[config.mk]
export PLATFORM = sky130hd
export DESIGN_NAME = ledSinkCore
export DESIGN_NICKNAME = d
export VERILOG_FILES = /design/src/rtl/ledSinkPkg.sv /design/src/rtl/ledSinkCtrl.sv /design/src/rtl/ledSinkPath.sv /design/src/rtl/ledSinkCore.sv
export SDC_FILE = /design/constraint.sdc
export NUM_CORES = 1
export LEC_CHECK = 0
export ABC_AREA = 1
export BUFFER_PORTS_ARGS = -buffer_cell sky130_fd_sc_hd__buf_2
export CELL_PAD_IN_SITES_DETAIL_PLACEMENT = 0
export CELL_PAD_IN_SITES_GLOBAL_PLACEMENT = 1
export CORE_ASPECT_RATIO = 0.8
export CORE_UTILIZATION = 43
export DETAILED_ROUTE_END_ITERATION = 16
export GPL_TIMING_DRIVEN = 0
export PLACE_DENSITY = 0.73
export SLEW_MARGIN = 15
export SYNTH_ARGS = -nofsm -noshare
export SYNTH_HDL_FRONTEND = slang
export SYNTH_HIERARCHICAL = 1
export SYNTH_SLANG_ARGS = --single-unit
[constraint.sdc]
create_clock -name clk -period 1.5 [get_ports clk]
set_input_delay 0.075 -clock clk [delete_from_list [all_inputs] [get_ports clk]]
set_output_delay 0.075 -clock clk [all_outputs]
set_load 0.01 [all_outputs]
[src/rtl/ledSinkPkg.sv]
package ledSinkPkg;
  typedef struct packed {
    logic shiftEv;    // single-cycle: synchronized shift clock rose
    logic serBit;     // synchronized serial data, aligned to shiftEv
    logic latchOpen;  // synchronized strobe level
    logic blank;      // synchronized enable level, high = all off
  } ctrlStrobes_t;
endpackage

[src/rtl/ledSinkCtrl.sv]
module ledSinkCtrl
  import ledSinkPkg::*;
#(
  parameter int SYNC_STAGES = 2
) (
  input  logic         clk,
  input  logic         rst,
  input  logic         shiftClk,
  input  logic         serIn,
  input  logic         strobe,
  input  logic         outEnN,
  output ctrlStrobes_t ctl
);
  localparam int TOP = SYNC_STAGES - 1;

  logic [TOP:0] clkSync, dataSync, strobeSync, enSync;
  logic clkPrev;

  always_ff @(posedge clk) begin
    if (rst) begin
      clkSync    <= '0;
      dataSync   <= '0;
      strobeSync <= '0;
      enSync     <= '1;
      clkPrev    <= 1'b0;
    end else begin
      clkSync    <= {clkSync[TOP-1:0], shiftClk};
      dataSync   <= {dataSync[TOP-1:0], serIn};
      strobeSync <= {strobeSync[TOP-1:0], strobe};
      enSync     <= {enSync[TOP-1:0], outEnN};
      clkPrev    <= clkSync[TOP];
    end
  end

  always_comb begin
    ctl.shiftEv   = clkSync[TOP] & ~clkPrev;
    ctl.serBit    = dataSync[TOP];
    ctl.latchOpen = strobeSync[TOP];
    ctl.blank     = enSync[TOP];
  end

  // a held clock level must not produce back-to-back shift events
  assert_single_shift_R2: assert property (@(posedge clk) disable iff (rst)
    ctl.shiftEv |=> !ctl.shiftEv);
endmodule

[src/rtl/ledSinkPath.sv]
module ledSinkPath
  import ledSinkPkg::*;
#(
  parameter int CHANNELS       = 16,
  parameter int STAGGER_CYCLES = 2
) (
  input  logic                clk,
  input  logic                rst,
  input  ctrlStrobes_t        ctl,
  output logic                serOut,
  output logic [CHANNELS-1:0] chanOn
);
  function automatic logic [CHANNELS-1:0] evenBits();
    logic [CHANNELS-1:0] m;
    for (int i = 0; i < CHANNELS; i++) m[i] = (i % 2 == 0);
    return m;
  endfunction
  localparam logic [CHANNELS-1:0] EVEN_MASK = evenBits();

  logic [CHANNELS-1:0] shiftReg, latchReg, gated;
  logic [STAGGER_CYCLES:0][CHANNELS-1:0] pipe;

  always_ff @(posedge clk) begin
    if (rst) begin
      shiftReg <= '0;
      latchReg <= '0;
    end else begin
      if (ctl.shiftEv) shiftReg <= {shiftReg[CHANNELS-2:0], ctl.serBit};
      if (ctl.latchOpen) latchReg <= shiftReg;
    end
  end

  assign gated  = ctl.blank ? '0 : latchReg;
  assign serOut = shiftReg[CHANNELS-1];

  always_ff @(posedge clk) begin
    if (rst) pipe <= '0;
    else begin
      pipe[0] <= gated;
      for (int k = 1; k <= STAGGER_CYCLES; k++) pipe[k] <= pipe[k-1];
    end
  end

  for (genvar i = 0; i < CHANNELS; i++) begin : g_chan
    if (i % 2 == 1) begin : g_odd
      assign chanOn[i] = pipe[STAGGER_CYCLES][i];
    end else begin : g_even
      assign chanOn[i] = pipe[0][i];
    end
  end

  // a shift event moves the word up by one and inserts the serial bit
  assert_shift_R2: assert property (@(posedge clk) disable iff (rst)
    ctl.shiftEv |=> shiftReg == {$past(shiftReg[CHANNELS-2:0]), $past(ctl.serBit)});
  // a closed latch keeps its value
  assert_latch_hold_R4: assert property (@(posedge clk) disable iff (rst)
    !ctl.latchOpen |=> latchReg == $past(latchReg));
  // blanking turns the even channels off on the next edge
  assert_blank_R5: assert property (@(posedge clk) disable iff (rst)
    ctl.blank |=> (chanOn & EVEN_MASK) == '0);
  // reset leaves all channels off and the chain output low
  assert_reset_R7: assert property (@(posedge clk)
    rst |=> (chanOn == '0) && !serOut);
endmodule

[src/rtl/ledSinkCore.sv]
module ledSinkCore
  import ledSinkPkg::*;
#(
  parameter int CHANNELS       = 16,
  parameter int STAGGER_CYCLES = 2,
  parameter int SYNC_STAGES    = 2
) (
  input  logic                clk,
  input  logic                rst,
  input  logic                serIn,
  input  logic                shiftClk,
  input  logic                strobe,
  input  logic                outEnN,
  output logic                serOut,
  output logic [CHANNELS-1:0] chanOn
);
  ctrlStrobes_t ctl;

  ledSinkCtrl #(.SYNC_STAGES(SYNC_STAGES)) u_ctrl (
    .clk(clk), .rst(rst), .shiftClk(shiftClk), .serIn(serIn),
    .strobe(strobe), .outEnN(outEnN), .ctl(ctl)
  );

  ledSinkPath #(.CHANNELS(CHANNELS), .STAGGER_CYCLES(STAGGER_CYCLES)) u_path (
    .clk(clk), .rst(rst), .ctl(ctl), .serOut(serOut), .chanOn(chanOn)
  );
endmodule

==> flow_summary.ini <==
[clock_tree]
path_clk_slew_ns = 0.08
root_buffer = clkbuf_8
post_cts_buffers = 0
clock_latency_ns = 0.35
cts_resized = 0
cts-buffers-inserted = 9
cts_tree = done
ctsHtreeMaxLevel = 3
clockBufferDepth = 2
cts_sinks = 73
cts_hold_buf = 6

[worst_hold_path]
hp-start = u_path/pipe[31]$_SDFF_PP0_
worstHoldPathType = register to register
whs_path_depth = 2
min_to = u_path/chanOn[15]$_SDFF_PP0_

[critical_path]
r2r_slack_ns = 0.18
reg2regPathDepth = 6
r2r_start = u_ctrl/clkSync[1]$_SDFF_PP0_
cp.required_ns = 1.75
path_cells = inv_1 > nor2_1 > clkbuf_1 > nand2_1 > nand2_1 > nor2_1
path_buf_inv = 2
cp-start-kind = register
cp_max_fo = 10
crit_path_max_incr_delay_ns = 0.41
cp_slowest_cell = clkbuf_1
cpLargestDelayFamily = simple AND/OR/NAND/NOR gates
arrival_ns = 1.57
path_class = register to register
end_kind = register
r2r_end = u_path/shiftReg[13]$_SDFFE_PP0P_

[layout]
final_cells = 461
drive_gt1_frac = 0.197
fill_cells = 599
register_area_mm2 = 0.00146
design_area_mm2 = 0.00309
areaGrowthSynthToFinish_pct = 17.0
multi_input_area_um2 = 719
post-route-util = 0.523
final_nets = 381
antenna_cells = 0

[place]
gp_congestion = 0.742
portBuffers = 21
dp.final_hpwl_um = 2670
place_area_mm2 = 0.00285
dp_cells = 439
dpl_worst_slack_ns = 0.188

[synth]
ys_warn_count = 6
ys_types = 12
syn_inst = 337
postSynthAreaPerCell_um2 = 7.85
syn_area_mm2 = 0.00265
ys_ff_latch = 73
syn_nets = 343
ys_seq_area_frac = 0.553

[sta]
setup_slack_ns = 0.181
grt_setup_unrepaired = no
tns_ns = 0
drv_slew = 0
relSlewSlack = 0.682
whs_ns = 0.403
setup_violations = 0
skew_ns = 0.00729
clock.fmax_mhz = 758
finalCritPeriodShare = 0.879
period_minus_slack_ns = 1.32
hold_viol = 0
worstMarginPinSlew_ns = 0.477

[power]
max-vdd-ir-drop_uv = 714
total_power_mw = 3.67
power_density_mw_per_mm2 = 1190
cellLeakagePower_nw = 1.37

[grt]
antenna_found_initial = 0
grt_start_max_net_pins = 16
track_usage = 0.150
grt_pass1_wl_um = 7070
grt_pass1_vias = 1588
overflow = 0

[detailed_routing]
first_iter_violations = 68
ant_nets = 0
viasPerCell = 3.89
vias = 1795
firstDrtPassIters = 4
route.detailed.drc = 0
wl_per_cell_um = 8.61
drt_wl_total_um = 3970

[die]
fp.coreArea_mm2 = 0.00591
die_w_um = 89.7
die_y_um = 72.2
fp-row-count = 25
start_util = 0.447
io_pins = 23
die_area_mm2 = 0.00647

[run_status]
status = finished, final reports clean

[flow_run]
drv_cap = 0
cell families (layout without fill, tap and decap cells):
kind of cell | count (synthesis) | in the layout | synth area share
AND/OR/NAND/NOR | 171 | 171 | 0.272
buffers and inverters | 93 | 136 | 0.175
flip-flops | 73 | 73 | 0.553
area by class of cell:
cell class / instances / area share
flip-flops and latches: 73 / 0.472
multi-input cells: 171 / 0.233
plain buffers: 33 / 0.0772
inverters: 60 / 0.0728
repair buffers: 27 / 0.0534
clock buffers: 9 / 0.0400
well taps: 81 / 0.0328
clock inverters: 7 / 0.0190
worst min-delay path: stages, from the launching register on:
cell     delay [ns]
dfxtp_1        0.30
inv_1          0.04
nor2_1         0.03
cell usage after synthesis:
| cell | instances | area [um^2] |
|---|---|---|
| clkbuf_1 | 6 | 22.5 |
| buf_12 | 1 | 20.0 |
| buf_4 | 19 | 143 |
| buf_6 | 3 | 33.8 |
| or2_1 | 1 | 6.26 |
| dfxtp_1 | 73 | 1460 |
| nor2_1 | 94 | 353 |
| buf_2 | 4 | 20.0 |
| inv_2 | 1 | 3.75 |
| nor2_4 | 10 | 113 |
| nand2_1 | 66 | 248 |
| inv_1 | 59 | 221 |
how the worst max path moves through the flow:
stage,cells after the start,to,start,slack [ns]
2_1_floorplan,6,u_path/shiftReg[12]$_SDFFE_PP0P_,u_ctrl/clkSync[1]$_SDFF_PP0_,0.42
3_3_place_gp,6,u_path/shiftReg[14]$_SDFFE_PP0P_,u_ctrl/clkSync[1]$_SDFF_PP0_,0.17
3_5_place_dp,6,u_path/shiftReg[13]$_SDFFE_PP0P_,u_ctrl/clkSync[1]$_SDFF_PP0_,0.19
4_1_cts,6,u_path/shiftReg[13]$_SDFFE_PP0P_,u_ctrl/clkSync[1]$_SDFF_PP0_,0.17
5_1_grt,5,u_path/shiftReg[9]$_SDFFE_PP0P_,u_ctrl/clkSync[1]$_SDFF_PP0_,0.06
6_report,6,u_path/shiftReg[13]$_SDFFE_PP0P_,u_ctrl/clkSync[1]$_SDFF_PP0_,0.18
registers in the layout, summed over array words and instances (netlist names):
register           count
u_ctrl/clkPrev         1
u_ctrl/clkSync         2
u_ctrl/dataSync        2
u_ctrl/enSync          2
u_ctrl/strobeSync      2
u_path/chanOn         16
u_path/latchReg       16
u_path/pipe           16
u_path/shiftReg       16
where the power goes:
part | switching, mW | internal (mW) | total, mW
sequential | 0.0230 | 1.99 | 2.02
clock | 0.798 | 0.628 | 1.43
combinational | 0.138 | 0.0924 | 0.231
total | 0.959 | 2.71 | 3.67
layout by cell type, fill, tap and decap left out:
cell type,instances
nor2_1,94
dfxtp_1,73
nand2_1,66
inv_1,59
buf_2,25
buf_4,19
nor2_4,10
clkbuf_8,9
dlygate4sd3_1,6
clkbuf_1,6
inv_6,5
buf_6,3
clkinvlp_4,2
inv_2,1
or2_1,1
buf_12,1
layer usage:
metal / share of wire / up-vias / wire (um) / GRT usage
li1: - / 999 / - / -
met5: 0 / - / 0 / 0
met2: 0.41 / 24 / 1640 / 0.223
met4: 0.018 / 0 / 73 / 0.0688
met3: 0.043 / 5 / 170 / 0.0683
met1: 0.53 / 767 / 2090 / 0.185
No activity file was read; power rests on OpenSTA's default activity.
